### config.mk
export PLATFORM = sky130hd
export DESIGN_NAME = nsoc_timer_channel
export DESIGN_NICKNAME = d
export VERILOG_FILES = /design/src/rtl/nsoc_pkg.sv /design/src/rtl/ns_time_counter.sv /design/src/rtl/oc_match_detect.sv /design/src/rtl/oc_compare_buffer.sv /design/src/rtl/nsoc_timer_channel.sv
export SDC_FILE = /design/constraint.sdc
export NUM_CORES = 1
export LEC_CHECK = 0
export ABC_AREA = 1
export BUFFER_PORTS_ARGS = -buffer_cell sky130_fd_sc_hd__buf_4
export CAP_MARGIN = 20
export CORE_MARGIN = 5
export CORE_UTILIZATION = 60
export DETAILED_ROUTE_END_ITERATION = 10
export HOLD_SLACK_MARGIN = 0.06
export PLACE_DENSITY = 0.84
export SYNTH_ARGS = -nofsm -noshare
export SYNTH_HDL_FRONTEND = slang
export SYNTH_SLANG_ARGS = --single-unit
export TNS_END_PERCENT = 1
### constraint.sdc
create_clock -name clk -period 5.3 [get_ports clk]
set_clock_uncertainty 0.2 [all_clocks]
set_input_delay 1.06 -clock clk [delete_from_list [all_inputs] [get_ports clk]]
set_output_delay 1.06 -clock clk [all_outputs]
set_load 0.005 [all_outputs]
### src/rtl/nsoc_pkg.sv
package nsoc_pkg;
  localparam logic [1:0] ADDR_CTRL = 2'd0;
  localparam logic [1:0] ADDR_TIME = 2'd1;
  localparam logic [1:0] ADDR_CMP  = 2'd2;
  localparam logic [1:0] ADDR_STAT = 2'd3;

  localparam int unsigned STAT_FLAG    = 0;
  localparam int unsigned STAT_LEVEL   = 1;
  localparam int unsigned STAT_ARMED   = 2;
  localparam int unsigned STAT_FULL    = 3;
  localparam int unsigned STAT_STARVED = 4;
  localparam int unsigned STAT_BITS    = 5;

  typedef struct packed {
    logic starved;
    logic full;
    logic armed;
    logic level;
    logic flag;
  } stat_t;
endpackage

### src/rtl/ns_time_counter.sv
module ns_time_counter #(
  parameter int unsigned PERIOD_NS = 1_000_000_000,
  parameter int unsigned INC_NS    = 25,
  parameter int unsigned DW        = 32,
  localparam int unsigned TW       = $clog2(PERIOD_NS)
) (
  input  logic          clk,
  input  logic          rst_n,
  input  logic          load,
  input  logic [DW-1:0] load_val,
  output logic [TW-1:0] time_q,
  output logic [TW-1:0] time_next,
  output logic          wrapping
);
  localparam logic [TW-1:0] TOP = TW'(PERIOD_NS - INC_NS);
  localparam logic [TW-1:0] STEP = TW'(INC_NS);

  always_comb begin
    if (time_q >= TOP) begin
      time_next = '0;
      wrapping  = 1'b1;
    end else begin
      time_next = time_q + STEP;
      wrapping  = 1'b0;
    end
  end

  always_ff @(posedge clk or negedge rst_n) begin
    if (!rst_n) begin
      time_q <= '0;
    end else if (load) begin
      time_q <= (load_val < DW'(PERIOD_NS)) ? load_val[TW-1:0] : '0;
    end else begin
      time_q <= time_next;
    end
  end
endmodule

### src/rtl/oc_match_detect.sv
module oc_match_detect #(
  parameter int unsigned PERIOD_NS = 1_000_000_000,
  parameter int unsigned INC_NS    = 25,
  parameter int unsigned DW        = 32,
  localparam int unsigned TW       = $clog2(PERIOD_NS)
) (
  input  logic [TW-1:0] time_q,
  input  logic [TW-1:0] time_next,
  input  logic          wrapping,
  input  logic          advance,
  input  logic          armed,
  input  logic [DW-1:0] cmp_val,
  output logic          hit
);
  logic [DW-1:0] cur_w, nxt_w;
  logic          step_hit, wrap_hit;

  assign cur_w = DW'(time_q);
  assign nxt_w = DW'(time_next);

  generate
    if (INC_NS == 1) begin : g_unit_step
      assign step_hit = (cmp_val == nxt_w);
    end else begin : g_window_step
      assign step_hit = (cmp_val > cur_w) && (cmp_val <= nxt_w);
    end
  endgenerate

  assign wrap_hit = (cmp_val > cur_w) || (cmp_val == '0);
  assign hit      = armed && advance && (wrapping ? wrap_hit : step_hit);
endmodule

### src/rtl/oc_compare_buffer.sv
module oc_compare_buffer #(
  parameter int unsigned DW = 32
) (
  input  logic          clk,
  input  logic          rst_n,
  input  logic          en,
  input  logic          en_rise,
  input  logic          en_fall,
  input  logic          fire,
  input  logic          push,
  input  logic [DW-1:0] push_val,
  output logic [DW-1:0] active,
  output logic          armed,
  output logic          full,
  output logic          starved
);
  logic [DW-1:0] hold;
  logic          direct;

  assign direct = push && en && (!armed || starved);

  always_ff @(posedge clk or negedge rst_n) begin
    if (!rst_n) begin
      active  <= '0;
      hold    <= '0;
      armed   <= 1'b0;
      full    <= 1'b0;
      starved <= 1'b0;
    end else if (en_fall) begin
      active  <= '0;
      hold    <= '0;
      armed   <= 1'b0;
      full    <= 1'b0;
      starved <= 1'b0;
    end else if (en_rise) begin
      if (full) begin
        active <= hold;
        armed  <= 1'b1;
        full   <= 1'b0;
      end
    end else if (direct) begin
      active  <= push_val;
      armed   <= 1'b1;
      starved <= 1'b0;
    end else if (fire) begin
      if (full) begin
        active <= hold;
        if (push) hold <= push_val;
        else      full <= 1'b0;
      end else if (push) begin
        active <= push_val;
      end else begin
        starved <= 1'b1;
      end
    end else if (push) begin
      hold <= push_val;
      full <= 1'b1;
    end
  end
endmodule

### src/rtl/nsoc_timer_channel.sv
module nsoc_timer_channel #(
  parameter int unsigned PERIOD_NS = 1_000_000_000,
  parameter int unsigned INC_NS    = 25,
  parameter int unsigned DW        = 32
) (
  input  logic          clk,
  input  logic          rst_n,
  input  logic          reg_wr,
  input  logic [1:0]    reg_addr,
  input  logic [DW-1:0] reg_wdata,
  input  logic [1:0]    reg_raddr,
  output logic [DW-1:0] reg_rdata,
  input  logic          cmp_valid,
  input  logic [DW-1:0] cmp_data,
  output logic          cmp_ready,
  output logic          oc_out,
  output logic          irq
);
  import nsoc_pkg::*;

  localparam int unsigned TW = $clog2(PERIOD_NS);

  logic          wr_ctrl, wr_time, wr_cmp, wr_stat;
  logic          en_q, en_rise, en_fall;
  logic [TW-1:0] time_q, time_next;
  logic          wrapping, hit, fire;
  logic          push, accept;
  logic [DW-1:0] push_val, active;
  logic          armed, buf_full, starved;
  logic          flag_q;
  stat_t         stat;

  assign wr_ctrl = reg_wr && (reg_addr == ADDR_CTRL);
  assign wr_time = reg_wr && (reg_addr == ADDR_TIME);
  assign wr_cmp  = reg_wr && (reg_addr == ADDR_CMP);
  assign wr_stat = reg_wr && (reg_addr == ADDR_STAT);

  assign en_rise = wr_ctrl &&  reg_wdata[0] && !en_q;
  assign en_fall = wr_ctrl && !reg_wdata[0] &&  en_q;

  always_ff @(posedge clk or negedge rst_n) begin
    if (!rst_n)       en_q <= 1'b0;
    else if (wr_ctrl) en_q <= reg_wdata[0];
  end

  ns_time_counter #(
    .PERIOD_NS(PERIOD_NS), .INC_NS(INC_NS), .DW(DW)
  ) u_count (
    .clk(clk), .rst_n(rst_n), .load(wr_time), .load_val(reg_wdata),
    .time_q(time_q), .time_next(time_next), .wrapping(wrapping)
  );

  oc_match_detect #(
    .PERIOD_NS(PERIOD_NS), .INC_NS(INC_NS), .DW(DW)
  ) u_match (
    .time_q(time_q), .time_next(time_next), .wrapping(wrapping),
    .advance(!wr_time), .armed(armed), .cmp_val(active), .hit(hit)
  );

  assign fire = hit && !en_fall;

  assign cmp_ready = en_q && !buf_full && !wr_cmp;
  assign accept    = cmp_valid && cmp_ready;
  assign push      = wr_cmp || accept;
  assign push_val  = wr_cmp ? reg_wdata : cmp_data;

  oc_compare_buffer #(.DW(DW)) u_buf (
    .clk(clk), .rst_n(rst_n), .en(en_q), .en_rise(en_rise), .en_fall(en_fall),
    .fire(fire), .push(push), .push_val(push_val),
    .active(active), .armed(armed), .full(buf_full), .starved(starved)
  );

  always_ff @(posedge clk or negedge rst_n) begin
    if (!rst_n) begin
      flag_q <= 1'b0;
      oc_out <= 1'b0;
    end else begin
      if (fire)                         flag_q <= 1'b1;
      else if (wr_stat && reg_wdata[0]) flag_q <= 1'b0;
      if (fire) oc_out <= !oc_out;
    end
  end

  assign irq = flag_q;

  always_comb begin
    stat.flag    = flag_q;
    stat.level   = oc_out;
    stat.armed   = armed;
    stat.full    = buf_full;
    stat.starved = starved;
  end

  always_comb begin
    unique case (reg_raddr)
      ADDR_CTRL: reg_rdata = DW'(en_q);
      ADDR_TIME: reg_rdata = DW'(time_q);
      ADDR_CMP:  reg_rdata = active;
      default:   reg_rdata = DW'(stat);
    endcase
  end
endmodule

# Yosys cells after proc, flatten, opt, wreduce, memory -nomap -nowiden
# Index checks and enable logic that the tools add are counted.
# word_totals
ff_bits	100
wordCells	108
inputBits	72
# op_classes
eq_ne	12
magnitude_cmp	4
n_mux	39
n_addsub	1
n_reduce_logical	43
# ops
cell	count
$mux W32	14
$pmux W32 S3	1
$mux W30	3
$gt A32 B30 Y1	1
$le A32 B30 Y1	1
$logic_not A32 Y1	1
$lt A32 B30 Y1 const B	1
$add A30 B5 Y30 const B	1
$ge A30 B30 Y1 const B	1
$mux W1	21
$logic_and A1 B1 Y1	18
$reduce_bool A4 Y1	3
$ne A3 B3 Y1 const B	3
$logic_not A1 Y1	8
$eq A2 B2 Y1 const B	3
$reduce_and A3 Y1	2
$reduce_bool A3 Y1	2
$eq A2 B1 Y1 const B	2
$logic_not A2 Y1	2
$reduce_and A2 Y1	2
$reduce_and A4 Y1	1
$logic_or A1 B1 Y1	3
$ne A3 B1 Y1 const B	1
$ne A3 B2 Y1 const B	1
3 further kinds	3

# Logic depth before layout (Yosys ltp)
# depth
ltp_word	12
ltp_mapped	28
ltp_nobuf	27

# By module
# A second synthesis with hierarchy kept.
# unflattened
hier_cells	1458
hier_area_um2	9296.4
# by_module_without_submodules
mod	area_each_um2	n_inst	cells_per_inst	seq_area_each_um2
oc_compare_buffer	3816.2	1	581	1676.6
ns_time_counter	2621.3	1	395	750.7
oc_match_detect	1725.4	1	287	0.0
nsoc_timer_channel	1133.6	1	195	75.1

# Least setup slack after synthesis
# OpenSTA, ideal clock, no wires.
# synth_path
kind	register -> register
startpoint	reg u_count.time_q[0]
endpoint	reg u_buf.active[12]
path_buffers	1
stages_incl_launch_ff	26
synth_period_minus_slack_ns	3.604
t_arrival_ns	3.287
setup_time_ns	0.117
slack_ns	1.696
cell_sequence	dfrtp_1 ha_1 nand2_2 a21oi_2 inv_2 nor2_1 nand3_1 nor2_2 inv_2 nor3_1 xor2_1 or2_2 ha_1 nand2_1 nor2_1 and2_1 nand3_1 nor2_1 nor2_1 a21oi_2 nand2_1 nand3_2 nand2_4 buf_4 nand2_1 nand2_1
# synth_between
elab_chain_cells	9
word_cells_on_any_way	13
cone_classes	add/sub (1); order compare (3); mux (3); reduce/logical (6)
# synth_rtl
element	line_no	text
start: declaration	ns_time_counter.sv:11	output logic [TW-1:0] time_q,
start signal: assignment	ns_time_counter.sv:32	time_q <= (load_val < DW'(PERIOD_NS)) ? load_val[TW-1:0] : '0;
start signal: assignment	ns_time_counter.sv:34	time_q <= time_next;
$add A30 B5 Y30 or $ge A30 B30 Y1 (tied branches)	ns_time_counter.sv:23, ns_time_counter.sv:19	
$mux W30	ns_time_counter.sv:19	if (time_q >= TOP) begin
$le A32 B30 Y1	oc_match_detect.sv:25	assign step_hit = (cmp_val > cur_w) && (cmp_val <= nxt_w);
$logic_and A1 B1 Y1	oc_match_detect.sv:25	
$mux W1 *	oc_match_detect.sv:30	assign hit = armed && advance && (wrapping ? wrap_hit : step_hit);
$logic_and A1 B1 Y1 *	oc_match_detect.sv:30	
$logic_and A1 B1 Y1 *	nsoc_timer_channel.sv:60	assign fire = hit && !en_fall;
$reduce_bool A4 Y1 (no line) *	-	
$reduce_and A3 Y1 (no line) *	-	
end signal: assignment	oc_compare_buffer.sv:37	active <= hold;
end signal: assignment	oc_compare_buffer.sv:42	active <= push_val;
end signal: assignment	oc_compare_buffer.sv:47	active <= hold;
end: declaration	oc_compare_buffer.sv:12	output logic [DW-1:0] active,
# Mark *: on every way between the ends. The rest lies on a longest branch, timed or not.
# A chain may end at the register's enable or synchronous reset.

# Worst setup path in the final report
# layout_path
startpoint	reg u_count.time_q[0]
endpoint	reg u_buf.hold[24]
# layout_between
elab_chain_cells	11
word_cells_on_any_way	17
cone_classes	add/sub (1); order compare (3); eq/ne (1); mux (7); reduce/logical (5)
# layout_rtl
element	line_no	text
$add A30 B5 Y30 or $ge A30 B30 Y1 (tied branches)	ns_time_counter.sv:23, ns_time_counter.sv:19	
$mux W30	ns_time_counter.sv:19	
$le A32 B30 Y1	oc_match_detect.sv:25	
$logic_and A1 B1 Y1	oc_match_detect.sv:25	
$mux W1 *	oc_match_detect.sv:30	
$logic_and A1 B1 Y1 *	oc_match_detect.sv:30	
$logic_and A1 B1 Y1 *	nsoc_timer_channel.sv:60	
$mux W32	oc_compare_buffer.sv:45	end else if (fire) begin
$mux W32	oc_compare_buffer.sv:41	end else if (direct) begin
$mux W32	oc_compare_buffer.sv:35	end else if (en_rise) begin
$mux W32	oc_compare_buffer.sv:29	end else if (en_fall) begin
end signal: assignment	oc_compare_buffer.sv:48	if (push) hold <= push_val;
end signal: assignment	oc_compare_buffer.sv:56	hold <= push_val;
end: declaration	oc_compare_buffer.sv:17	logic [DW-1:0] hold;
# Mark *: on every way between the ends. The rest lies on a longest branch, timed or not. The select of a mux whose other input is x is not followed.

==> qor_table.md <==
| Result | Value | Unit |
|---|---|---|
| Status | finished clean | - |
| Die height | 125 | um |
| Crit path capture type | register | - |
| Worst slew margin relative to its limit | 0.261 | - |
| Final net count | 1337 | - |
| TritonCTS clock tree | yes | - |
| Number of register bits inferred by synthesis | 100 | - |
| Number of max-cap violations | 0 | - |
| Grt ovf | 0 | - |
| Count of placed standard cells including taps | 1365 | - |
| Final setup slack of the worst path | 588 | ps |
| H-tree level count | 3 | - |
| Antenna Nets Post-Route | 0 | - |
| Synth Area in Compound Gates | 0.133 | - |
| Endpoints failing hold | 0 | - |
| Primary FF master, synth | sky130_fd_sc_hd__dfrtp_1 | - |
| Leading cell types in the layout, fill and taps excluded | sky130_fd_sc_hd__nand2_1 (309), sky130_fd_sc_hd__buf_4 (114), sky130_fd_sc_hd__nand3_1 (107), sky130_fd_sc_hd__dfrtp_1 (100), sky130_fd_sc_hd__nor2_1 (98) | - |
| First-pass GRT wire length | 41000 | um |
| Antenna fix cells | 0 | - |
| Length of routed met3 wiring | 2130 | um |
| Global placement routability congestion | 0.998 | - |
| Warning count from the yosys run | 0 | - |
| Port buffer count | 106 | - |
| Transition time at the pin with the least slew margin | 1110 | ps |
| Area of the multi-input gates | 4740 | sq um |
| WL met1 | 10900 | um |
| Hold/Removal Path Class | reg -> reg | - |
| Root buf cell | sky130_fd_sc_hd__clkbuf_16 | - |
| Leakage power | 0.00448 | uW |
| Clock-pin transition on the worst setup and hold timing paths | 70 | ps |
| Maximum clock rate | 212 | MHz |
| Routed WL per cell | 18.2 | um |
| Num CTS Buffers | 9 | - |
| Mapped Cells | 1133 | - |
| Dominant combinational cell family by area after synthesis | simple AND/OR/NAND/NOR gates | - |
| Max Slew Vio Count | 0 | - |
| Starting DRT DRC Count | 951 | - |
| Share of synthesized area occupied by flip-flops and latches | 0.318 | - |
| Via-per-instance ratio | 5.96 | - |
| Total DRC errors in the routed layout | 0 | - |
| RSZ-0062 raised after global routing | no | - |
| Setup TNS | 0 | ps |
| Post-Syn Nets | 1266 | - |
| Cell variety after synth | 45 | - |
| Async SR Flop Fraction | 1.00 | - |
| Combined flip-flop and latch cell area | 2500 | sq um |
| Final setup violation count | 0 | - |
| Die Span X | 125 | um |
| Critical R2R Launch | u_count.time_q[0] | - |
| Startpoint-to-endpoint class of the critical path | reg -> reg | - |
| Overall Global Routing Usage | 0.322 | - |
| Insertion delay of the later-clocked pin in the worst-skew pair | 360 | ps |
| Mean post-synth cell area | 6.94 | sq um |
| Total iterations of the first detailed-routing run | 5 | - |
| Data required time of the worst path | 5340 | ps |
| CP Data Arrival Time | 4750 | ps |
| Worst-case clock buffer depth | 2 | - |
| Post-CTS setup buffers | 0 | - |
| Mux contribution to synthesized area | 0.0254 | - |
| Pin count of the biggest net entering global routing | 66 | - |
| Fill cell total of the finished layout | 1150 | - |
| Worst-case vdd ir drop | 0.000289 | V |
| CTS hold repair buffers | 0 | - |
| Die ar. | 15500 | sq um |
| Post-route non-filler standard cell count | 1381 | - |
| Startpoint of the most critical hold path | u_buf.hold[27] | - |
| Routed Wire Length | 25100 | um |
| Fraction of final layout cells sized beyond drive strength 1 | 0.128 | - |
| Summed instance area of the synthesized netlist | 7870 | sq um |
| Adder-Cell Fraction of Synth Area | 0.0970 | - |
| Worst Setup Start Kind | register | - |
| Xor/xnor cell area share of the yosys netlist | 0.00557 | - |
| Share of synthesized cell area in and, or, nand and nor gates | 0.340 | - |
| Effective utilization at floorplan | 0.618 | - |
| Critical Path Start | u_count.time_q[0] | - |
| Initial antenna violation count | 0 | - |
| Resized cells post-CTS | 0 | - |
| Area added between synthesis and finish | 14.0 | % |
| Cell row count | 41 | - |
| Half-perimeter wire length after placement | 18800 | um |
| Most common cell after layout, fill and taps aside | sky130_fd_sc_hd__nand2_1 | - |
| Peak fanout along the critical path | 32 | - |
| Placeable Area | 12700 | sq um |
| Total vias in the final route | 8235 | - |
| Met2 WL | 11400 | um |
| EDFF count, synth | 0 | - |
| Via count of the first global-routing pass | 7884 | - |
| Period Utilization, post-route | 0.889 | - |
| Uppermost layer routed | met4 | - |
| IO Pins | 107 | - |
| Time the worst path needs with I/O delays and setup | 4710 | ps |
| Pre-CTS setup slack | 754 | ps |
| Power per Cell Area | 469 | nW/um^2 |
| Number of sinks handled by clock tree synthesis | 100 | - |
[area by class of cell]
type	count	share of cell area
Timing Repair Buffer	114	0.0954
Inverter	103	0.0431
Clock buffer	12	0.0275
Tap cell	172	0.0240
Clock inverter	4	0.00279
Sequential cell	100	0.279
Multi-Input combinational cell	876	0.528
[per-layer routing]
metal	vias up	global-route usage
met5	-	0
met4	0	0.117
met3	58	0.0635
met2	389	0.499
met1	3807	0.450
li1	3981	-
[critical path, cell delays in order (launching register included)]
cell,delay [ps]
sky130_fd_sc_hd__dfrtp_1,460
sky130_fd_sc_hd__ha_1,250
sky130_fd_sc_hd__nand2_2,100
sky130_fd_sc_hd__a21oi_2,90
sky130_fd_sc_hd__nand3b_1,110
sky130_fd_sc_hd__nand2_1,100
sky130_fd_sc_hd__nand2_1,90
sky130_fd_sc_hd__nand2_2,210
sky130_fd_sc_hd__inv_1,560
sky130_fd_sc_hd__o21ai_0,310
sky130_fd_sc_hd__ha_1,380
sky130_fd_sc_hd__nand2_1,50
sky130_fd_sc_hd__nor2_1,120
sky130_fd_sc_hd__and2_1,170
sky130_fd_sc_hd__nand3_1,110
sky130_fd_sc_hd__inv_1,80
sky130_fd_sc_hd__nand2_1,50
sky130_fd_sc_hd__nand2_1,70
sky130_fd_sc_hd__a21oi_2,90
sky130_fd_sc_hd__nand4_2,100
sky130_fd_sc_hd__nand3_2,560
sky130_fd_sc_hd__nand2_1,240
sky130_fd_sc_hd__nand2_1,70
[cells in the mapped netlist (2+ instances only)]
master | n | area share
sky130_fd_sc_hd__nor2_2 | 2 | 0.0016
sky130_fd_sc_hd__o21ai_1 | 17 | 0.011
sky130_fd_sc_hd__buf_1 | 6 | 0.0029
sky130_fd_sc_hd__nand3_2 | 2 | 0.0025
sky130_fd_sc_hd__buf_2 | 8 | 0.0051
sky130_fd_sc_hd__o21ai_0 | 87 | 0.055
sky130_fd_sc_hd__buf_4 | 7 | 0.0067
sky130_fd_sc_hd__xor2_1 | 4 | 0.0045
sky130_fd_sc_hd__buf_6 | 2 | 0.0029
sky130_fd_sc_hd__o221ai_1 | 4 | 0.0045
sky130_fd_sc_hd__nand2_1 | 309 | 0.15
sky130_fd_sc_hd__nor4_1 | 11 | 0.0087
sky130_fd_sc_hd__ha_1 | 61 | 0.097
sky130_fd_sc_hd__a211oi_1 | 22 | 0.021
sky130_fd_sc_hd__clkbuf_1 | 31 | 0.015
sky130_fd_sc_hd__a21oi_2 | 2 | 0.0022
sky130_fd_sc_hd__nand3_1 | 107 | 0.068
sky130_fd_sc_hd__a31oi_1 | 2 | 0.0016
sky130_fd_sc_hd__a21oi_1 | 36 | 0.023
sky130_fd_sc_hd__mux2i_1 | 20 | 0.025
sky130_fd_sc_hd__nand4_1 | 46 | 0.037
sky130_fd_sc_hd__inv_1 | 95 | 0.045
sky130_fd_sc_hd__nor2_1 | 98 | 0.047
sky130_fd_sc_hd__nand2_2 | 4 | 0.0032
sky130_fd_sc_hd__inv_2 | 8 | 0.0038
sky130_fd_sc_hd__o22ai_1 | 2 | 0.0016
sky130_fd_sc_hd__dfrtp_1 | 100 | 0.32
sky130_fd_sc_hd__a21o_1 | 3 | 0.0029
sky130_fd_sc_hd__o211ai_1 | 3 | 0.0029
sky130_fd_sc_hd__nor3_1 | 17 | 0.011
sky130_fd_sc_hd__nor3_2 | 3 | 0.0038
[registers in the layout, summed over array words and instances, names as in the netlist]
register        count
irq                 1
u_buf.starved       1
en_q                1
oc_out              1
u_buf.armed         1
u_buf.active       32
u_count.time_q     30
u_buf.hold         32
u_buf.full          1
[final timing paths]
kind                                    endpoint  slack, ps  cells past startpoint
worst max-delay path              u_buf.hold[24]        590                     22
worst min-delay path              u_buf.hold[27]        270                      2
worst max register to register    u_buf.hold[24]        590                     22
worst min register to register    u_buf.hold[27]        270                      2
max in group asynchronous       u_buf.active[24]       3250                      2
min in group asynchronous         u_buf.hold[10]        610                      1
[cell families after synthesis]
group / count (synthesis)
AND/OR/NAND/NOR: 607
AO/OA/AOI/OAI: 183
buffers and inverters: 157
flip-flops: 100
adder cells (fa/ha/maj): 61
multiplexers: 20
XOR/XNOR: 5
[metrics by stage]
stage	power [uW]	area (sq um)	utilization	hold slack, ps
global placement	3440	8700	0.684	255
finish	4200	8970	0.705	272
floorplan	2860	7870	-	242
CTS	4160	8970	0.705	275
global route	4580	8970	0.705	293
detailed placement	3520	8700	0.684	259
[report_power, final]
part | internal [uW] | switching [uW]
combinational | 811 | 1340
sequential | 1060 | 367
clock | 330 | 297
total | 2200 | 2000
(Power assumes the default switching activity.)
